[config.mk]
export PLATFORM = sky130hd
export DESIGN_NAME = dram_range_dec
export DESIGN_NICKNAME = d
export VERILOG_FILES = /design/src/rtl/dram_dec_pkg.sv /design/src/rtl/dram_range_cmp.sv /design/src/rtl/dram_prio_sel.sv /design/src/rtl/dram_swap_remap.sv /design/src/rtl/dram_range_dec.sv
export SDC_FILE = /design/constraint.sdc
export NUM_CORES = 1
export LEC_CHECK = 0
export ABC_AREA = 1
export BUFFER_PORTS_ARGS = -buffer_cell sky130_fd_sc_hd__buf_2
export CAP_MARGIN = 0
export CORE_AREA = 2 2 319 321
export CTS_CLUSTER_DIAMETER = 50
export CTS_CLUSTER_SIZE = 28
export DETAILED_ROUTE_END_ITERATION = 16
export DIE_AREA = 0 0 321 323
export PLACE_DENSITY_LB_ADDON = 0.12
export SYNTH_ARGS = -nofsm -noshare
export SYNTH_HDL_FRONTEND = slang
export SYNTH_HIERARCHICAL = 1
export SYNTH_SLANG_ARGS = --single-unit
[constraint.sdc]
create_clock -name clk_i -period 0.8 [get_ports clk_i]
set_input_delay 0.04 -clock clk_i [delete_from_list [all_inputs] [get_ports clk_i]]
set_output_delay 0.04 -clock clk_i [all_outputs]
set_load 0.01 [all_outputs]
[src/rtl/dram_dec_pkg.sv]
`timescale 1ns/1ps
package dram_dec_pkg;
  localparam int ADDR_W   = 48;
  localparam int SEG_LSB  = 24;
  localparam int NODE_W   = 3;
  localparam int ILEN_W   = 3;
  localparam int ILOG_W   = 2;
  localparam int SW_LSB   = 27;
  localparam int SW_W     = 7;
  localparam int SW_MSB   = SW_LSB + SW_W - 1;
  localparam int HOLE_W   = 8;
  localparam int LO_W     = 32;
  localparam int HI_W     = 8;

  typedef struct packed {
    logic [NODE_W-1:0] node;
    logic [ILEN_W-1:0] ilen;
    logic [ADDR_W-1:0] base;
  } win_fld_t;

  typedef struct packed {
    logic [ILOG_W-1:0] ilog;
    logic              err;
  } ilog_res_t;

  function automatic ilog_res_t ilog_decode(input logic [ILEN_W-1:0] ilen);
    ilog_res_t r;
    r = '0;
    unique case (ilen)
      3'd0: r.ilog = 2'd0;
      3'd1: r.ilog = 2'd1;
      3'd3: r.ilog = 2'd2;
      3'd7: r.ilog = 2'd3;
      default: r.err = 1'b1;
    endcase
    return r;
  endfunction
endpackage

[src/rtl/dram_range_cmp.sv]
`timescale 1ns/1ps
module dram_range_cmp
  import dram_dec_pkg::*;
(
  input  logic [ADDR_W-1:0] addr_i,
  input  logic [LO_W-1:0]   base_lo_i,
  input  logic [HI_W-1:0]   base_hi_i,
  input  logic [LO_W-1:0]   limit_lo_i,
  input  logic [HI_W-1:0]   limit_hi_i,
  output logic              match_o,
  output win_fld_t          fld_o
);
  logic [ADDR_W-1:0] lo_addr, hi_addr;
  logic [ILEN_W-1:0] ilen, isel;
  logic              en, in_span, il_ok;

  assign lo_addr = {base_hi_i, base_lo_i[31:16], {SEG_LSB{1'b0}}};
  assign hi_addr = {limit_hi_i, limit_lo_i[31:16], {SEG_LSB{1'b1}}};
  assign en      = |base_lo_i[1:0];
  assign ilen    = base_lo_i[10:8];
  assign isel    = limit_lo_i[10:8];
  assign in_span = (addr_i >= lo_addr) && (addr_i <= hi_addr);
  // node interleave: select must equal the address bits the enable mask keeps
  assign il_ok   = (ilen == '0) || (isel == (addr_i[14:12] & ilen));
  assign match_o = en && in_span && il_ok;

  assign fld_o.node = limit_lo_i[NODE_W-1:0];
  assign fld_o.ilen = ilen;
  assign fld_o.base = lo_addr;
endmodule

[src/rtl/dram_prio_sel.sv]
`timescale 1ns/1ps
module dram_prio_sel #(
  parameter int N     = 8,
  parameter int IDX_W = (N > 1) ? $clog2(N) : 1
) (
  input  logic [N-1:0]     req_i,
  output logic [N-1:0]     grant_o,
  output logic             any_o,
  output logic [IDX_W-1:0] idx_o
);
  always_comb begin
    grant_o = '0;
    idx_o   = '0;
    any_o   = 1'b0;
    for (int i = N - 1; i >= 0; i--) begin
      if (req_i[i]) begin
        grant_o    = '0;
        grant_o[i] = 1'b1;
        idx_o      = IDX_W'(i);
        any_o      = 1'b1;
      end
    end
  end
endmodule

[src/rtl/dram_swap_remap.sv]
`timescale 1ns/1ps
module dram_swap_remap
  import dram_dec_pkg::*;
(
  input  logic [ADDR_W-1:0] addr_i,
  input  logic              en_i,
  input  logic [SW_W-1:0]   rgn_base_i,
  input  logic [SW_W-1:0]   rgn_limit_i,
  input  logic [SW_W-1:0]   rgn_size_i,
  output logic [ADDR_W-1:0] addr_o
);
  logic [SW_W-1:0] fld;
  logic            low_ok, in_rgn, in_size, swap;

  assign fld     = addr_i[SW_MSB:SW_LSB];
  assign low_ok  = (addr_i[ADDR_W-1:SW_MSB+1] == '0);
  assign in_rgn  = (fld >= rgn_base_i) && (fld <= rgn_limit_i);
  assign in_size = (fld < rgn_size_i);
  assign swap    = en_i && low_ok && (in_rgn || in_size);

  always_comb begin
    addr_o = addr_i;
    if (swap) addr_o[SW_MSB:SW_LSB] = fld ^ rgn_base_i;
  end
endmodule

[src/rtl/dram_range_dec.sv]
`timescale 1ns/1ps
module dram_range_dec
  import dram_dec_pkg::*;
#(
  parameter int NUM_RANGES = 8
) (
  input  logic                       clk_i,
  input  logic                       rst_ni,
  input  logic                       req_valid_i,
  input  logic [ADDR_W-1:0]          req_addr_i,
  input  logic [NUM_RANGES*LO_W-1:0] base_lo_i,
  input  logic [NUM_RANGES*HI_W-1:0] base_hi_i,
  input  logic [NUM_RANGES*LO_W-1:0] limit_lo_i,
  input  logic [NUM_RANGES*HI_W-1:0] limit_hi_i,
  input  logic                       hole_valid_i,
  input  logic [HOLE_W-1:0]          hole_base_i,
  input  logic                       swap_en_i,
  input  logic [SW_W-1:0]            rgn_base_i,
  input  logic [SW_W-1:0]            rgn_limit_i,
  input  logic [SW_W-1:0]            rgn_size_i,
  output logic                       rsp_valid_o,
  output logic                       rsp_hit_o,
  output logic [NODE_W-1:0]          rsp_node_o,
  output logic [ILOG_W-1:0]          rsp_ilog_o,
  output logic [ADDR_W-1:0]          rsp_base_o,
  output logic                       rsp_oob_o,
  output logic                       rsp_cfg_err_o,
  output logic [ADDR_W-1:0]          rsp_addr_o
);
  localparam int IDX_W = (NUM_RANGES > 1) ? $clog2(NUM_RANGES) : 1;

  logic [NUM_RANGES-1:0] match, grant;
  logic                  any_hit;
  logic [IDX_W-1:0]      win_idx;
  win_fld_t              fld [NUM_RANGES];
  win_fld_t              win;
  ilog_res_t             il;
  logic                  in_hole;
  logic [ADDR_W-1:0]     swp_addr;

  for (genvar g = 0; g < NUM_RANGES; g++) begin : g_win
    dram_range_cmp u_cmp (
      .addr_i     (req_addr_i),
      .base_lo_i  (base_lo_i[g*LO_W +: LO_W]),
      .base_hi_i  (base_hi_i[g*HI_W +: HI_W]),
      .limit_lo_i (limit_lo_i[g*LO_W +: LO_W]),
      .limit_hi_i (limit_hi_i[g*HI_W +: HI_W]),
      .match_o    (match[g]),
      .fld_o      (fld[g])
    );
  end

  dram_prio_sel #(.N(NUM_RANGES), .IDX_W(IDX_W)) u_prio (
    .req_i   (match),
    .grant_o (grant),
    .any_o   (any_hit),
    .idx_o   (win_idx)
  );

  always_comb begin
    win = '0;
    for (int i = 0; i < NUM_RANGES; i++)
      if (grant[i]) win = fld[i];
  end

  assign il = ilog_decode(win.ilen);

  // hole sits below 4 GB: upper 16 address bits must be zero
  assign in_hole = hole_valid_i && (req_addr_i[ADDR_W-1:32] == '0) &&
                   (req_addr_i[31:SEG_LSB] >= hole_base_i);

  dram_swap_remap u_swap (
    .addr_i      (req_addr_i),
    .en_i        (swap_en_i),
    .rgn_base_i  (rgn_base_i),
    .rgn_limit_i (rgn_limit_i),
    .rgn_size_i  (rgn_size_i),
    .addr_o      (swp_addr)
  );

  always_ff @(posedge clk_i or negedge rst_ni) begin
    if (!rst_ni) begin
      rsp_valid_o   <= 1'b0;
      rsp_hit_o     <= 1'b0;
      rsp_node_o    <= '0;
      rsp_ilog_o    <= '0;
      rsp_base_o    <= '0;
      rsp_oob_o     <= 1'b0;
      rsp_cfg_err_o <= 1'b0;
      rsp_addr_o    <= '0;
    end else begin
      rsp_valid_o <= req_valid_i;
      if (req_valid_i) begin
        rsp_hit_o     <= any_hit;
        rsp_node_o    <= any_hit ? win.node : '0;
        rsp_ilog_o    <= (any_hit && !il.err) ? il.ilog : '0;
        rsp_base_o    <= any_hit ? win.base : '0;
        rsp_oob_o     <= any_hit && in_hole;
        rsp_cfg_err_o <= any_hit && il.err;
        rsp_addr_o    <= swp_addr;
      end
    end
  end


  rsp_follows_req_chk: assert property (@(posedge clk_i) disable iff (!rst_ni)
    req_valid_i |=> rsp_valid_o);

  no_spurious_rsp_chk: assert property (@(posedge clk_i) disable iff (!rst_ni)
    !req_valid_i |=> !rsp_valid_o);

  grant_onehot_chk: assert property (@(posedge clk_i) disable iff (!rst_ni)
    $onehot0(grant) && ((grant & ~match) == '0));

  oob_needs_hit_chk: assert property (@(posedge clk_i) disable iff (!rst_ni)
    rsp_valid_o && rsp_oob_o |-> rsp_hit_o);

  cfg_err_ilog_chk: assert property (@(posedge clk_i) disable iff (!rst_ni)
    rsp_valid_o && rsp_cfg_err_o |-> rsp_hit_o && (rsp_ilog_o == '0));

  miss_zero_chk: assert property (@(posedge clk_i) disable iff (!rst_ni)
    rsp_valid_o && !rsp_hit_o |-> (rsp_node_o == '0) && (rsp_base_o == '0) && !rsp_cfg_err_o);

  swap_field_only_chk: assert property (@(posedge clk_i) disable iff (!rst_ni)
    req_valid_i |=> (rsp_addr_o[ADDR_W-1:SW_MSB+1] == $past(req_addr_i[ADDR_W-1:SW_MSB+1])) &&
                    (rsp_addr_o[SW_LSB-1:0] == $past(req_addr_i[SW_LSB-1:0])));
endmodule

==> results of run 1 <==
[area by class of cell]
class | count | area (um2)
clock buffer | 9 | 225
multi-input combinational | 2925 | 19400
tap | 1309 | 1640
timing repair buffer | 1280 | 10400
clock inverter | 7 | 86.3
sequential | 105 | 2630
inverter | 640 | 2470
antenna | 20 | 50.0
fill | 11092 | 63800
timing repair inverter | 2 | 22.5
[state kept, by name, summed over array words and instances (netlist names)]
name / flops
rsp_addr_o: 48
rsp_base_o: 48
rsp_node_o: 3
rsp_ilog_o: 2
rsp_cfg_err_o: 1
rsp_hit_o: 1
rsp_oob_o: 1
rsp_valid_o: 1
[power groups by stage]
stage | clock network (mW) | registers, mW | logic (mW)
after floorplan | 0 | 6.49 | 8.98
after global placement | 0 | 6.28 | 16.1
final | 5.44 | 6.22 | 20.4
after CTS | 5.65 | 6.20 | 18.1
after detailed placement | 0 | 6.29 | 16.1
after global routing | 5.80 | 6.26 | 22.5
[cell usage in the layout, fill, tap and decap left out, drive strengths merged, types with 43 or more instances in the layout]
master and instances:
nand2 1048, o21ai 282, nand4 70, nor2 343, conb 192, nand3 157
dlygate4sd3 43, inv 641, ha 412, buf 1218, a21oi 318, dfrtp 105
[routing by layer]
layer	vias to the layer above	GRT usage	routed length, um
met3	139	0.0456	6900
li1	14097	-	-
met5	-	0	322
met1	12415	0.284	55100
met2	665	0.425	64400
met4	50	0.0496	2630
[per-stage QoR]
stage	util	setup WS, ns	hold WS [ns]	TNS [ns]	total power [mW]
final	0.366	-1.80	0.00354	-121.48	32.0
after global routing	0.366	-1.97	0.0304	-133.34	34.6
after CTS	0.337	-1.90	0.00204	-126.46	30.0
after detailed placement	0.305	-2.93	-0.0541	-171.55	22.4
after global placement	0.305	-2.97	-0.0513	-171.04	22.4
after floorplan	-	-1.49	-0.256	-83.68	15.5
[how the worst max path moves through the flow]
stage / startpoint / end / slack, ns / depth (start not counted)
after floorplan: limit_hi_i[13] / rsp_cfg_err_o / -1.49 / 25
after global placement: req_addr_i[43] / rsp_base_o[43] / -2.97 / 21
after detailed placement: req_addr_i[47] / rsp_base_o[43] / -2.93 / 21
after CTS: req_addr_i[47] / rsp_cfg_err_o / -1.90 / 23
after global routing: req_addr_i[47] / rsp_base_o[23] / -1.97 / 24
final: req_addr_i[41] / rsp_base_o[7] / -1.80 / 21
[worst max-delay path, stage by stage]
cell                       delay, ns
sky130_fd_sc_hd__buf_6          0.13
sky130_fd_sc_hd__buf_12         0.15
sky130_fd_sc_hd__ha_4           0.23
sky130_fd_sc_hd__a21oi_1        0.12
sky130_fd_sc_hd__o21ai_1        0.11
sky130_fd_sc_hd__a21oi_4        0.27
sky130_fd_sc_hd__nand3_2        0.12
sky130_fd_sc_hd__nor2_4         0.12
sky130_fd_sc_hd__nor2_4         0.07
sky130_fd_sc_hd__nor2_4         0.10
sky130_fd_sc_hd__inv_2          0.06
sky130_fd_sc_hd__buf_6          0.11
sky130_fd_sc_hd__nor3_4         0.24
sky130_fd_sc_hd__clkinv_4       0.11
sky130_fd_sc_hd__buf_4          0.15
sky130_fd_sc_hd__buf_12         0.13
sky130_fd_sc_hd__buf_16         0.15
sky130_fd_sc_hd__o21ai_0        0.17
sky130_fd_sc_hd__o21ai_1        0.08
sky130_fd_sc_hd__a21oi_1        0.14
sky130_fd_sc_hd__o21ai_1        0.07
[what timing repair did]
| action | 4_1_cts | 5_1_grt |
|---|---|---|
| setup endpoints to repair | 168 | 168 |
| setup buffers | 43 | 83 |
| gates resized for setup | 531 | 471 |
| hold buffers | 42 | 1 |
| gates cloned | 17 | 20 |
| hold endpoints to repair | 135 | 1 |
| pin swaps | 145 | 221 |
==> impl_results.html, run 1 <==
<table>
<tr><th>Metric</th><th>Value</th></tr>
<tr><th colspan="2">Route</th></tr>
<tr><td>Count of routing violations after the opening detailed-route iteration</td><td>1283</td></tr>
<tr><td>Number of iterations in the first detailed-routing pass</td><td>5</td></tr>
<tr><td>Number of design rule violations left after detail routing</td><td>0</td></tr>
<tr><td>Count of nets left with antenna violations after detail routing</td><td>0</td></tr>
<tr><td>Via density per instance</td><td>4.35</td></tr>
<tr><td>Post-detailed-route wirelength per cell</td><td>20.5 um</td></tr>
<tr><td>Total detailed-routing wirelength</td><td>129000 um</td></tr>
<tr><td>Via count</td><td>27366</td></tr>
<tr><th colspan="2">Setup path</th></tr>
<tr><td>Endpoint of the lowest-slack register-to-register path</td><td>rsp_addr_o[18]</td></tr>
<tr><td>Crit path required time</td><td>1.11 ns</td></tr>
<tr><td>Largest fanout of any net on the critical path</td><td>9</td></tr>
<tr><td>Worst Path Class, Setup</td><td>primary input to flop</td></tr>
<tr><td>Type of destination of the critical path</td><td>flop</td></tr>
<tr><td>Worst endpoint data arrival time</td><td>2.91 ns</td></tr>
<tr><td>Worst R2R Setup Slack</td><td>0.04 ns</td></tr>
<tr><td>Count of cells along the worst register-to-register path</td><td>3</td></tr>
<tr><td>RR Startpoint</td><td>rsp_addr_o[18]</td></tr>
<tr><td>Crit path launch type</td><td>primary input</td></tr>
<tr><th colspan="2">Placed design</th></tr>
<tr><td>Placed cells</td><td>6073</td></tr>
<tr><td>Detailed placer's ending HPWL</td><td>104000 um</td></tr>
<tr><td>RD Place Congestion</td><td>0.875</td></tr>
<tr><td>Area of placed instances</td><td>30700 um2</td></tr>
<tr><td>Port Buf Inserts</td><td>658</td></tr>
<tr><th colspan="2">Timing</th></tr>
<tr><td>Max-slew violations</td><td>0</td></tr>
<tr><td>Final Hold Fails</td><td>0</td></tr>
<tr><td>Max Clock Freq</td><td>385 MHz</td></tr>
<tr><td>Time the final worst path needs with I/O delays and setup</td><td>2.60 ns</td></tr>
<tr><td>Setup repair after global routing missed its margin</td><td>yes</td></tr>
<tr><td>Total setup violations reported at the end of the flow</td><td>168</td></tr>
<tr><td>Final worst-path setup slack</td><td>-1.80 ns</td></tr>
<tr><td>Worst clock skew on the final layout</td><td>0 ns</td></tr>
<tr><td>Fraction of the cycle the final worst path needs</td><td>3.25</td></tr>
<tr><th colspan="2">Power and ir drop</th></tr>
<tr><td>Cell leakage power</td><td>20.3 nW</td></tr>
<tr><td>Combinational fraction of design power</td><td>0.636</td></tr>
<tr><td>Switching part of the total</td><td>0.455</td></tr>
<tr><td>Sequential Power Share</td><td>0.194</td></tr>
<tr><td>Power per unit of standard cell area</td><td>868 nW/um2</td></tr>
<tr><td>Clock power share</td><td>0.170</td></tr>
<tr><td>Net load switching power</td><td>14.6 mW</td></tr>
<tr><td>Peak supply drop</td><td>0.00119 V</td></tr>
<tr><td>Cell-internal power</td><td>17.5 mW</td></tr>
<tr><th colspan="2">CTS</th></tr>
<tr><td>TritonCTS buffer count</td><td>9</td></tr>
<tr><td>Deepest clock path buffer count</td><td>2</td></tr>
<tr><td>CTS tree</td><td>done</td></tr>
<tr><td>Clk pin slew, worst setup/hold paths</td><td>0.09 ns</td></tr>
<tr><td>Insertion delay to the later sink of the worst-skew pair</td><td>0.42 ns</td></tr>
<tr><td>Clock root buffer</td><td>sky130_fd_sc_hd__clkbuf_16</td></tr>
<tr><td>Depth of the CTS H-tree</td><td>3</td></tr>
<tr><td>Sink Count</td><td>105</td></tr>
<tr><th colspan="2">Logic synthesis</th></tr>
<tr><td>Gate count of the mapped netlist</td><td>4066</td></tr>
<tr><td>Mean instance size in the synthesized netlist</td><td>6.11 um2</td></tr>
<tr><td>Mapped Area</td><td>24900 um2</td></tr>
<tr><td>Syn. warnings</td><td>6</td></tr>
<tr><th colspan="2">Die</th></tr>
<tr><td>Placeable core area</td><td>101000 um2</td></tr>
<tr><td>Vertical die dimension</td><td>323 um</td></tr>
<tr><td>Top-level port count</td><td>827</td></tr>
<tr><td>Number of rows created at floorplan</td><td>117</td></tr>
<tr><td>Area of the die</td><td>104000 um2</td></tr>
<tr><td>Initial core utilization</td><td>0.247</td></tr>
<tr><td>Die width</td><td>321 um</td></tr>
<tr><th colspan="2">Min path</th></tr>
<tr><td>Start point of the worst min-delay path</td><td>limit_lo_i[194]</td></tr>
<tr><td>Worst hold path cell count</td><td>5</td></tr>
<tr><td>Worst min-delay path class</td><td>primary input to flop</td></tr>
<tr><td>Endpoint of the worst hold path</td><td>rsp_node_o[2]</td></tr>
<tr><th colspan="2">Global routing</th></tr>
<tr><td>Pin count of the biggest net entering global routing</td><td>37</td></tr>
<tr><td>Global router's overall resource usage</td><td>0.234</td></tr>
<tr><td>Total global routing overflow</td><td>0</td></tr>
<tr><td>Via count of the first global-routing pass</td><td>26776</td></tr>
<tr><td>Global-route wire length before repair</td><td>176000 um</td></tr>
<tr><td>Initial antenna violation count</td><td>63</td></tr>
<tr><th colspan="2">Layout</th></tr>
<tr><td>Non-Filler Cell Area, Final</td><td>36900 um2</td></tr>
<tr><td>Final instance count without filler cells</td><td>6297</td></tr>
<tr><td>Share of post-route cells with drive strength above 1</td><td>0.373</td></tr>
<tr><td>Number of nets in the final layout</td><td>6097</td></tr>
<tr><td>Area growth from synthesis to layout</td><td>48.5%</td></tr>
<tr><th colspan="2">Flow run</th></tr>
<tr><td>Number of maximum-capacitance constraint violations</td><td>0</td></tr>
<tr><th colspan="2">Outcome</th></tr>
<tr><td>Outcome</td><td>complete, but fails checks</td></tr>
<tr><td>Failing checks</td><td>setup timing</td></tr>
</table>
Note: power is estimated with default switching activity, not from simulation.
==> run 2, diff against run 1 <==
- SYNTH_HIERARCHICAL: 1 -> unset
==> run 2 against run 1 <==
The flow still finishes with violations (setup timing); first-iteration DRC count decreased by 24%; die area unchanged; combinational power shrank 23%; sequential power is 23% lower; setup slack got worse by 0.0091 ns; via count shrank 23%; wire length is 15% lower; register-to-register slack lost 0.13 ns; final area shrank 20%; synthesized cell count decreased by 34%; clock-buffer cell count unchanged; critical path depth grew 1; critical path type unchanged; largest cell class unchanged.
==> impl_results.html, run 2 <==
<table>
<tr><th>Metric</th><th>Value</th></tr>
<tr><th colspan="2">Setup path</th></tr>
<tr><td>Largest fanout of any net on the critical path</td><td>7 (-2)</td></tr>
<tr><td>Crit path required time</td><td>1.11 ns (about the same)</td></tr>
<tr><td>RR Startpoint</td><td>rsp_base_o[25]</td></tr>
<tr><td>Endpoint of the lowest-slack register-to-register path</td><td>rsp_base_o[25]</td></tr>
<tr><td>Worst R2R Setup Slack</td><td>-0.09 ns (-0.13 ns)</td></tr>
<tr><td>Type of destination of the critical path</td><td>flop</td></tr>
<tr><td>Crit path launch type</td><td>primary input</td></tr>
<tr><td>Worst endpoint data arrival time</td><td>2.91 ns (about the same)</td></tr>
<tr><td>Worst Path Class, Setup</td><td>primary input to flop</td></tr>
<tr><td>Count of cells along the worst register-to-register path</td><td>4 (+1)</td></tr>
<tr><th colspan="2">Logic synthesis</th></tr>
<tr><td>Simple-gate portion of the synthesized area</td><td>0.273</td></tr>
<tr><td>#FFs+latches synth</td><td>81</td></tr>
<tr><td>Primary flip-flop cell chosen by synthesis mapping</td><td>sky130_fd_sc_hd__dfrtp_1</td></tr>
<tr><td>Proportion of synthesized chip area in sequential cells</td><td>0.120</td></tr>
<tr><td>Cell types occupying the most area after synthesis</td><td>sky130_fd_sc_hd__ha_1 (31%), sky130_fd_sc_hd__nand2_1 (16%), sky130_fd_sc_hd__inv_1 (12%)</td></tr>
<tr><td>Number of flops mapped to enable cells by yosys</td><td>0</td></tr>
<tr><td>Async SR Flop Fraction</td><td>1.00</td></tr>
<tr><td>Portion of synthesized cell area occupied by the leading cell type</td><td>0.306</td></tr>
<tr><td>Proportion of synthesized area in mux cells</td><td>0</td></tr>
<tr><td>Syn. warnings</td><td>0 (-6)</td></tr>
<tr><td>Gate count of the mapped netlist</td><td>2672 (-34%)</td></tr>
<tr><td>Dominant combinational cell family by area after synthesis</td><td>adder cells</td></tr>
<tr><td>Most frequent cells after synthesis</td><td>sky130_fd_sc_hd__nand2_1 (712), sky130_fd_sc_hd__inv_1 (550), sky130_fd_sc_hd__ha_1 (412)</td></tr>
<tr><td>Number of unique standard cell types used by synthesis</td><td>47</td></tr>
<tr><td>Synthesized-area fraction occupied by adder cells</td><td>0.306</td></tr>
<tr><td>Post-synth top area cell</td><td>sky130_fd_sc_hd__ha_1</td></tr>
<tr><td>Most frequent cell after synthesis</td><td>sky130_fd_sc_hd__nand2_1</td></tr>
<tr><td>Synthesized-area fraction occupied by ao, oa, aoi and oai cells</td><td>0.140</td></tr>
<tr><td>Mean instance size in the synthesized netlist</td><td>6.30 um2 (+3.1%)</td></tr>
<tr><td>XOR/XNOR Fraction of Synth Area</td><td>0.0125</td></tr>
<tr><td>Mapped Area</td><td>16800 um2 (-32%)</td></tr>
<tr><th colspan="2">Min path</th></tr>
<tr><td>Start point of the worst min-delay path</td><td>base_hi_i[62]</td></tr>
<tr><td>Worst min-delay path class</td><td>primary input to flop</td></tr>
<tr><td>Endpoint of the worst hold path</td><td>rsp_base_o[46]</td></tr>
<tr><td>Worst hold path cell count</td><td>5 (unchanged)</td></tr>
<tr><th colspan="2">Layout</th></tr>
<tr><td>Registers with the most flip-flops</td><td>rsp_addr_o x48, rsp_base_o x24, rsp_node_o x3</td></tr>
<tr><td>Leading cell types in the layout, fill and taps excluded</td><td>sky130_fd_sc_hd__nand2_1 (661), sky130_fd_sc_hd__buf_2 (561), sky130_fd_sc_hd__inv_1 (509), sky130_fd_sc_hd__buf_4 (400), sky130_fd_sc_hd__ha_1 (335)</td></tr>
<tr><td>Area growth from synthesis to layout</td><td>74.6%</td></tr>
<tr><td>Final instance count without filler cells</td><td>5147 (-18%)</td></tr>
<tr><td>Share of post-route cells with drive strength above 1</td><td>0.402 (+0.0292)</td></tr>
<tr><td>Largest register by flop count</td><td>rsp_addr_o</td></tr>
<tr><td>Area taken by multi-input logic gates</td><td>14400 um2 (-26%)</td></tr>
<tr><td>Number of nets in the final layout</td><td>4944 (-19%)</td></tr>
<tr><td>Most common library cell in the layout ignoring fill and taps</td><td>sky130_fd_sc_hd__nand2_1</td></tr>
<tr><td>Non-Filler Cell Area, Final</td><td>29400 um2 (-20%)</td></tr>
<tr><td>Final standard cell utilization of the core</td><td>0.292 (-0.0746)</td></tr>
<tr><td>Flip-flop count of the largest register after layout</td><td>48</td></tr>
<tr><td>Combined flip-flop and latch cell area</td><td>2030 um2 (-23%)</td></tr>
<tr><td>Number of filler cells placed in the layout</td><td>11297 (+1.8%)</td></tr>
<tr><th colspan="2">Global routing</th></tr>
<tr><td>Pin count of the biggest net entering global routing</td><td>54 (+46%)</td></tr>
<tr><td>Total global routing overflow</td><td>0 (unchanged)</td></tr>
<tr><td>Via count of the first global-routing pass</td><td>21056 (-21%)</td></tr>
<tr><td>Global router's overall resource usage</td><td>0.206 (-0.0277)</td></tr>
<tr><td>Global-route wire length before repair</td><td>151000 um (-14%)</td></tr>
<tr><td>Initial antenna violation count</td><td>56 (-11%)</td></tr>
<tr><th colspan="2">Timing</th></tr>
<tr><td>Setup repair after global routing missed its margin</td><td>yes</td></tr>
<tr><td>Max-slew violations</td><td>0 (unchanged)</td></tr>
<tr><td>Final worst-path setup slack</td><td>-1.81 ns (-0.00910 ns)</td></tr>
<tr><td>Worst clock skew on the final layout</td><td>0 ns (unchanged)</td></tr>
<tr><td>Fraction of the cycle the final worst path needs</td><td>3.26 (+0.0114)</td></tr>
<tr><td>Worst hold-check slack</td><td>0.0260 ns (+0.0225 ns)</td></tr>
<tr><td>Total setup violations reported at the end of the flow</td><td>122 (-27%)</td></tr>
<tr><td>Post-route setup TNS</td><td>-74.69 ns (+46.79 ns)</td></tr>
<tr><td>Max Clock Freq</td><td>384 MHz (-0.35%)</td></tr>
<tr><td>Time the final worst path needs with I/O delays and setup</td><td>2.61 ns (+0.00910 ns)</td></tr>
<tr><td>Final Hold Fails</td><td>0 (unchanged)</td></tr>
<tr><th colspan="2">Route</th></tr>
<tr><td>Post-detailed-route wirelength per cell</td><td>21.4 um (+4.1%)</td></tr>
<tr><td>Count of routing violations after the opening detailed-route iteration</td><td>970 (-24%)</td></tr>
<tr><td>Count of nets left with antenna violations after detail routing</td><td>0 (unchanged)</td></tr>
<tr><td>Number of iterations in the first detailed-routing pass</td><td>5 (unchanged)</td></tr>
<tr><td>Number of design rule violations left after detail routing</td><td>0 (unchanged)</td></tr>
<tr><td>Total detailed-routing wirelength</td><td>110000 um (-15%)</td></tr>
<tr><td>Via count</td><td>21083 (-23%)</td></tr>
<tr><td>Via density per instance</td><td>4.10 (-5.7%)</td></tr>
<tr><th colspan="2">Power and ir drop</th></tr>
<tr><td>Clock power share</td><td>0.173 (+0.003)</td></tr>
<tr><td>Power per unit of standard cell area</td><td>845 nW/um2 (-2.6%)</td></tr>
<tr><td>Net load switching power</td><td>10.9 mW (-25%)</td></tr>
<tr><td>Peak supply drop</td><td>0.000796 V (-33%)</td></tr>
<tr><td>Combinational fraction of design power</td><td>0.634 (-0.002)</td></tr>
<tr><td>Switching part of the total</td><td>0.439 (-0.0162)</td></tr>
<tr><td>Cell-internal power</td><td>13.9 mW (-20%)</td></tr>
<tr><td>Sequential Power Share</td><td>0.193 (about the same)</td></tr>
<tr><td>Cell leakage power</td><td>16.5 nW (-19%)</td></tr>
<tr><td>Total Power Consumption</td><td>24.9 mW (-22%)</td></tr>
<tr><th colspan="2">Placed design</th></tr>
<tr><td>RD Place Congestion</td><td>0.888 (+1.6%)</td></tr>
<tr><td>Detailed placer's ending HPWL</td><td>98700 um (-5.1%)</td></tr>
<tr><td>Port Buf Inserts</td><td>634 (-3.6%)</td></tr>
<tr><td>Pre-CTS setup slack</td><td>-2.77 ns (+0.160 ns)</td></tr>
<tr><td>Placed cells</td><td>5006 (-18%)</td></tr>
<tr><td>Area of placed instances</td><td>25800 um2 (-16%)</td></tr>
<tr><th colspan="2">Outcome</th></tr>
<tr><td>Failing checks</td><td>setup timing</td></tr>
<tr><td>Outcome</td><td>complete, but fails checks</td></tr>
<tr><th colspan="2">Die</th></tr>
<tr><td>Die width</td><td>321 um (unchanged)</td></tr>
<tr><td>Vertical die dimension</td><td>323 um (unchanged)</td></tr>
<tr><td>Placeable core area</td><td>101000 um2 (unchanged)</td></tr>
<tr><td>Top-level port count</td><td>827 (unchanged)</td></tr>
<tr><td>Area of the die</td><td>104000 um2 (unchanged)</td></tr>
<tr><td>Number of rows created at floorplan</td><td>117 (unchanged)</td></tr>
<tr><td>Initial core utilization</td><td>0.167 (-0.0796)</td></tr>
<tr><th colspan="2">CTS</th></tr>
<tr><td>Clock root buffer</td><td>sky130_fd_sc_hd__clkbuf_16</td></tr>
<tr><td>Sink Count</td><td>81 (-23%)</td></tr>
<tr><td>CTS tree</td><td>done</td></tr>
<tr><td>Depth of the CTS H-tree</td><td>3 (unchanged)</td></tr>
<tr><td>Clk pin slew, worst setup/hold paths</td><td>0.08 ns (about the same)</td></tr>
<tr><td>Insertion delay to the later sink of the worst-skew pair</td><td>0.37 ns (-0.05 ns)</td></tr>
<tr><td>Deepest clock path buffer count</td><td>2 (unchanged)</td></tr>
<tr><td>TritonCTS buffer count</td><td>9 (unchanged)</td></tr>
<tr><th colspan="2">Flow run</th></tr>
<tr><td>Number of maximum-capacitance constraint violations</td><td>0 (unchanged)</td></tr>
</table>
run 2: cell types whose count changed in the layout (fill, tap and decap cells not counted), sizes merged, moves of 18 or more:
| cell | previous run | this run |
|---|---|---|
| dlygate4sd3 | 43 | 17 |
| dfrtp | 105 | 81 |
| conb | 192 | 24 |
| nand3 | 157 | 90 |
| a21oi | 318 | 227 |
| nor2 | 343 | 214 |
| nand2 | 1048 | 720 |
| inv | 641 | 561 |
| o211ai | 0 | 20 |
| nand4 | 70 | 52 |
| o21ai | 282 | 99 |
| buf | 1218 | 1144 |
run 2: routing by layer:
metal,global-route usage,share of wire,up-vias
li1,-,-,10880
met1,0.288,0.48,9499
met2,0.329,0.45,568
met3,0.0347,0.052,102
met4,0.0488,0.016,34
met5,0,0.0020,-
run 2: cells by family after synthesis:
family | after synthesis
DFF | 81
other | 1
adders and majority gates | 412
buffers and inverters | 625
AOI/OAI and AO/OA | 423
xor gates and xnor gates | 24
and+or+nand+nor | 1106
run 2: final cells by class:
class,instances,share of cell area
Multi-Input combinational cell,1989,0.489
Timing Repair Buffer,1168,0.301
Inverter,561,0.0739
Sequential cell,81,0.0691
Tap cell,1309,0.0557
Clock buffer,9,0.00766
Antenna cell,23,0.00196
Clock inverter,7,0.00183
run 2: how the worst max path moves through the flow:
stage,endpoint,slack (ns),cells after the start,from
finish,rsp_base_o[29],-1.81,22,req_addr_i[46]
global route,rsp_base_o[35],-1.93,22,req_addr_i[37]
CTS,rsp_base_o[25],-1.73,23,req_addr_i[47]
detailed placement,rsp_node_o[0],-2.77,20,req_addr_i[42]
global placement,rsp_node_o[0],-2.77,20,req_addr_i[42]
floorplan,rsp_base_o[45],-1.27,20,base_lo_i[25]
run 2: repair_timing:
| action | 4_1_cts | 5_1_grt |
|---|---|---|
| gates cloned | 5 | 5 |
| gates resized for setup | 379 | 158 |
| pin swaps | 91 | 106 |
| endpoints found under the setup margin | 120 | 123 |
| hold buffers | 17 | 0 |
| hold endpoints to repair | 97 | 0 |
| setup buffers | 51 | 30 |
run 2: critical path: stages:
cell and delay [ns]:
sky130_fd_sc_hd__buf_6 0.12, sky130_fd_sc_hd__buf_12 0.14, sky130_fd_sc_hd__ha_4 0.23, sky130_fd_sc_hd__nand2_2 0.08
sky130_fd_sc_hd__nor2_4 0.05, sky130_fd_sc_hd__nand4_1 0.20, sky130_fd_sc_hd__inv_2 0.08, sky130_fd_sc_hd__a21oi_4 0.20
sky130_fd_sc_hd__buf_6 0.13, sky130_fd_sc_hd__nand3_4 0.08, sky130_fd_sc_hd__nand3_4 0.11, sky130_fd_sc_hd__buf_6 0.12
sky130_fd_sc_hd__nand2_4 0.06, sky130_fd_sc_hd__nor2_4 0.23, sky130_fd_sc_hd__nand3_2 0.13, sky130_fd_sc_hd__nor2_4 0.22
sky130_fd_sc_hd__buf_12 0.17, sky130_fd_sc_hd__buf_12 0.13, sky130_fd_sc_hd__a21oi_2 0.03, sky130_fd_sc_hd__o211ai_1 0.16
sky130_fd_sc_hd__nand2_1 0.12, sky130_fd_sc_hd__nand2_1 0.06
run 2: power groups by stage:
stage               logic (mW)  clock network [mW]  registers [mW]
floorplan                 5.79                   0            4.92
global placement          13.6                   0            4.82
detailed placement        13.6                   0            4.82
CTS                       15.1                4.49            4.78
global route              17.5                4.57            4.83
finish                    15.8                4.30            4.79
==> run 3, diff against run 2 <==
- PLACE_DENSITY_LB_ADDON: 0.12 -> unset
==> run 3 against run 2 <==
The run still ends with setup timing left; critical endpoint is now rsp_base_o[26]; critical path type unchanged; cell count down 0.27%; fmax down 0.77%; total power up 2.4%; setup slack worse by 0.020 ns; die area unchanged; hold slack worse by 0.011 ns; combinational power about the same; final area down 0.80%; clock skew unchanged; via count up 5.9%; non-clock buffer count down 10; wire length down 0.32%.
==> impl_results.html, run 3 (synthesis results as in run 2) <==
<table>
<tr><th>Metric</th><th>Value</th></tr>
<tr><th colspan="2">Power and ir drop</th></tr>
<tr><td>Cell-internal power</td><td>14.3 mW (+2.9%)</td></tr>
<tr><td>Net load switching power</td><td>11.1 mW (+1.9%)</td></tr>
<tr><td>Combinational fraction of design power</td><td>0.629 (-0.005)</td></tr>
<tr><td>Total Power Consumption</td><td>25.5 mW (+2.4%)</td></tr>
<tr><td>Clock power share</td><td>0.183 (+0.010)</td></tr>
<tr><td>Sequential Power Share</td><td>0.188 (-0.005)</td></tr>
<tr><td>Cell leakage power</td><td>16.6 nW (+0.27%)</td></tr>
<tr><td>Switching part of the total</td><td>0.437 (-0.00246)</td></tr>
<tr><td>Power per unit of standard cell area</td><td>873 nW/um2 (+3.3%)</td></tr>
<tr><td>Peak supply drop</td><td>0.000870 V (+9.3%)</td></tr>
<tr><th colspan="2">Timing</th></tr>
<tr><td>Time the final worst path needs with I/O delays and setup</td><td>2.63 ns (+0.0204 ns)</td></tr>
<tr><td>Setup repair after global routing missed its margin</td><td>yes</td></tr>
<tr><td>Fraction of the cycle the final worst path needs</td><td>3.28 (+0.0254)</td></tr>
<tr><td>Final Hold Fails</td><td>0 (unchanged)</td></tr>
<tr><td>Final worst-path setup slack</td><td>-1.83 ns (-0.0204 ns)</td></tr>
<tr><td>Worst clock skew on the final layout</td><td>0 ns (unchanged)</td></tr>
<tr><td>Max Clock Freq</td><td>381 MHz (-0.77%)</td></tr>
<tr><td>Total setup violations reported at the end of the flow</td><td>128 (+4.9%)</td></tr>
<tr><td>Max-slew violations</td><td>0 (unchanged)</td></tr>
<tr><td>Post-route setup TNS</td><td>-75.38 ns (-0.693 ns)</td></tr>
<tr><td>Worst hold-check slack</td><td>0.0150 ns (-0.0110 ns)</td></tr>
<tr><th colspan="2">Global routing</th></tr>
<tr><td>Global router's overall resource usage</td><td>0.203 (-0.00370)</td></tr>
<tr><td>Total global routing overflow</td><td>0 (unchanged)</td></tr>
<tr><td>Met3 track demand over resource in global routing</td><td>0.0498 (+0.0150)</td></tr>
<tr><td>Initial antenna violation count</td><td>43 (-23%)</td></tr>
<tr><td>Global-route wire length before repair</td><td>150000 um (-0.64%)</td></tr>
<tr><td>Via count of the first global-routing pass</td><td>21842 (+3.7%)</td></tr>
<tr><td>Met2 global-route usage</td><td>0.326 (-0.00288)</td></tr>
<tr><td>Pin count of the biggest net entering global routing</td><td>54 (unchanged)</td></tr>
<tr><td>Gr busiest metal</td><td>met2</td></tr>
<tr><td>GRT met1 Usage</td><td>0.270 (-0.0181)</td></tr>
<tr><th colspan="2">Setup path</th></tr>
<tr><td>Stage delay of the slowest cell on the critical path</td><td>0.22 ns (about the same)</td></tr>
<tr><td>Crit path launch type</td><td>primary input</td></tr>
<tr><td>Cells along the critical path</td><td>buf_2, buf_4, inv_1, nand2_1, nor2_2, nand3_1, buf_6, nor2_2, nand3_2, nand3_4, nand3_4, buf_12, buf_6, nand2_4, buf_12, o22ai_2, nor2_1, o21ai_1, a21oi_2, buf_6, o211ai_1, nand2_1, nand2_1</td></tr>
<tr><td>RR Startpoint</td><td>rsp_base_o[30]</td></tr>
<tr><td>Largest fanout of any net on the critical path</td><td>7 (unchanged)</td></tr>
<tr><td>Type of destination of the critical path</td><td>flop</td></tr>
<tr><td>Count of cells along the worst register-to-register path</td><td>4 (unchanged)</td></tr>
<tr><td>Worst Path Class, Setup</td><td>primary input to flop</td></tr>
<tr><td>Crit path required time</td><td>1.07 ns (-0.04 ns)</td></tr>
<tr><td>Endpoint of the lowest-slack register-to-register path</td><td>rsp_base_o[30]</td></tr>
<tr><td>Worst R2R Setup Slack</td><td>-0.05 ns (+0.04 ns)</td></tr>
<tr><td>Slowest-stage cell, CP</td><td>sky130_fd_sc_hd__nor2_2</td></tr>
<tr><td>Worst endpoint data arrival time</td><td>2.89 ns (-0.02 ns)</td></tr>
<tr><th colspan="2">Die</th></tr>
<tr><td>Top-level port count</td><td>827 (unchanged)</td></tr>
<tr><td>Die width</td><td>321 um (unchanged)</td></tr>
<tr><td>Vertical die dimension</td><td>323 um (unchanged)</td></tr>
<tr><td>Initial core utilization</td><td>0.167 (unchanged)</td></tr>
<tr><td>Number of rows created at floorplan</td><td>117 (unchanged)</td></tr>
<tr><td>Placeable core area</td><td>101000 um2 (unchanged)</td></tr>
<tr><td>Area of the die</td><td>104000 um2 (unchanged)</td></tr>
<tr><th colspan="2">Min path</th></tr>
<tr><td>Worst min-delay path class</td><td>primary input to flop</td></tr>
<tr><td>Worst hold path cell count</td><td>4 (-1)</td></tr>
<tr><td>Endpoint of the worst hold path</td><td>rsp_addr_o[11]</td></tr>
<tr><td>Start point of the worst min-delay path</td><td>req_addr_i[11]</td></tr>
<tr><th colspan="2">Layout</th></tr>
<tr><td>Leading cell types in the layout, fill and taps excluded</td><td>sky130_fd_sc_hd__nand2_1 (659), sky130_fd_sc_hd__buf_2 (575), sky130_fd_sc_hd__inv_1 (508), sky130_fd_sc_hd__buf_4 (387), sky130_fd_sc_hd__ha_1 (360)</td></tr>
<tr><td>Final standard cell utilization of the core</td><td>0.290 (-0.00235)</td></tr>
<tr><td>Combined flip-flop and latch cell area</td><td>2030 um2 (about the same)</td></tr>
<tr><td>Area taken by multi-input logic gates</td><td>14200 um2 (-0.95%)</td></tr>
<tr><td>Area growth from synthesis to layout</td><td>73.2%</td></tr>
<tr><td>Largest register by flop count</td><td>rsp_addr_o</td></tr>
<tr><td>Most common library cell in the layout ignoring fill and taps</td><td>sky130_fd_sc_hd__nand2_1</td></tr>
<tr><td>Registers with the most flip-flops</td><td>rsp_addr_o x48, rsp_base_o x24, rsp_node_o x3</td></tr>
<tr><td>Share of post-route cells with drive strength above 1</td><td>0.397 (-0.00499)</td></tr>
<tr><td>Number of nets in the final layout</td><td>4934 (-0.20%)</td></tr>
<tr><td>Final instance count without filler cells</td><td>5133 (-0.27%)</td></tr>
<tr><td>Flip-flop count of the largest register after layout</td><td>48 (unchanged)</td></tr>
<tr><td>Number of filler cells placed in the layout</td><td>11032 (-2.3%)</td></tr>
<tr><td>Non-Filler Cell Area, Final</td><td>29200 um2 (-0.80%)</td></tr>
<tr><th colspan="2">Placed design</th></tr>
<tr><td>Placed cells</td><td>4977 (-0.58%)</td></tr>
<tr><td>RD Place Congestion</td><td>0.956 (+7.6%)</td></tr>
<tr><td>Pre-CTS setup slack</td><td>-2.59 ns (+0.173 ns)</td></tr>
<tr><td>Port Buf Inserts</td><td>634 (unchanged)</td></tr>
<tr><td>Detailed placer's ending HPWL</td><td>95000 um (-3.7%)</td></tr>
<tr><td>Area of placed instances</td><td>25600 um2 (-0.69%)</td></tr>
<tr><th colspan="2">Route</th></tr>
<tr><td>Count of routing violations after the opening detailed-route iteration</td><td>1294 (+33%)</td></tr>
<tr><td>Via count</td><td>22320 (+5.9%)</td></tr>
<tr><td>Number of design rule violations left after detail routing</td><td>0 (unchanged)</td></tr>
<tr><td>Count of nets left with antenna violations after detail routing</td><td>0 (unchanged)</td></tr>
<tr><td>Post-detailed-route wirelength per cell</td><td>21.4 um (about the same)</td></tr>
<tr><td>Via density per instance</td><td>4.35 (+6.2%)</td></tr>
<tr><td>Number of iterations in the first detailed-routing pass</td><td>5 (unchanged)</td></tr>
<tr><td>Total detailed-routing wirelength</td><td>110000 um (-0.32%)</td></tr>
<tr><th colspan="2">CTS</th></tr>
<tr><td>Clock root buffer</td><td>sky130_fd_sc_hd__clkbuf_16</td></tr>
<tr><td>Depth of the CTS H-tree</td><td>3 (unchanged)</td></tr>
<tr><td>Sink Count</td><td>81 (unchanged)</td></tr>
<tr><td>Clk pin slew, worst setup/hold paths</td><td>0.07 ns (about the same)</td></tr>
<tr><td>TritonCTS buffer count</td><td>9 (unchanged)</td></tr>
<tr><td>Insertion delay to the later sink of the worst-skew pair</td><td>0.37 ns (about the same)</td></tr>
<tr><td>Deepest clock path buffer count</td><td>2 (unchanged)</td></tr>
<tr><td>CTS tree</td><td>done</td></tr>
<tr><th colspan="2">Outcome</th></tr>
<tr><td>Outcome</td><td>complete, but fails checks</td></tr>
<tr><td>Failing checks</td><td>setup timing</td></tr>
<tr><th colspan="2">Flow run</th></tr>
<tr><td>Number of maximum-capacitance constraint violations</td><td>0 (unchanged)</td></tr>
</table>
run 3: changes by cell type in the layout (fill, tap and decap cells not counted), moves of 12 or more:
| cell | previous run | this run |
|---|---|---|
| sky130_fd_sc_hd__buf_2 | 561 | 575 |
| sky130_fd_sc_hd__buf_6 | 104 | 90 |
| sky130_fd_sc_hd__buf_4 | 400 | 387 |
| sky130_fd_sc_hd__ha_1 | 335 | 360 |
| sky130_fd_sc_hd__ha_4 | 76 | 52 |
| sky130_fd_sc_hd__nor2_1 | 154 | 166 |
run 3: final cells by class:
type	count	share of cell area
multi-input cells	1989	0.489
repair buffers	1158	0.299
inverters	561	0.0745
flip-flops and latches	81	0.0697
well taps	1309	0.0562
clock buffers	10	0.00819
clock inverters	6	0.00253
diodes	19	0.00163
run 3: critical path: cells and delay by family:
family	cells	cell delay, ns
AND/OR/NAND/NOR	11	1.35
buffers and inverters	8	1.08
AO/OA/AOI/OAI	4	0.42
run 3: what timing repair did:
action / in CTS / in global routing
cloned: 3 / 4
hold buffers: 16 / 0
pin swaps: 95 / 99
resized for setup: 354 / 159
endpoints found under the setup margin: 120 / 121
hold endpoints to repair: 93 / 0
setup buffers: 64 / 40
run 3: per-layer routing:
metal | share of wire | up-vias | routed length, um
met1 | 0.45 | 10375 | 48900
li1 | - | 10853 | -
met5 | 0.0021 | - | 226
met4 | 0.025 | 34 | 2770
met3 | 0.085 | 152 | 9320
met2 | 0.44 | 906 | 48500
run 3: how the worst max path moves through the flow:
stage | cells after the start | start | slack (ns) | endpoint
floorplan | 20 | base_lo_i[25] | -1.27 | rsp_base_o[45]
global placement | 20 | req_addr_i[31] | -2.64 | rsp_base_o[34]
detailed placement | 20 | req_addr_i[31] | -2.59 | rsp_base_o[34]
CTS | 20 | req_addr_i[47] | -1.70 | rsp_base_o[33]
global route | 21 | req_addr_i[31] | -1.92 | rsp_base_o[40]
finish | 23 | req_addr_i[0] | -1.83 | rsp_base_o[26]
run 3: power groups by stage:
stage / Sequential (mW) / Clock (mW) / Combinational, mW
after floorplan: 4.92 / 0 / 5.79
after global placement: 4.80 / 0 / 13.5
after detailed placement: 4.81 / 0 / 13.6
after CTS: 4.76 / 4.77 / 15.2
after global routing: 4.80 / 4.88 / 17.6
final: 4.77 / 4.66 / 16.0
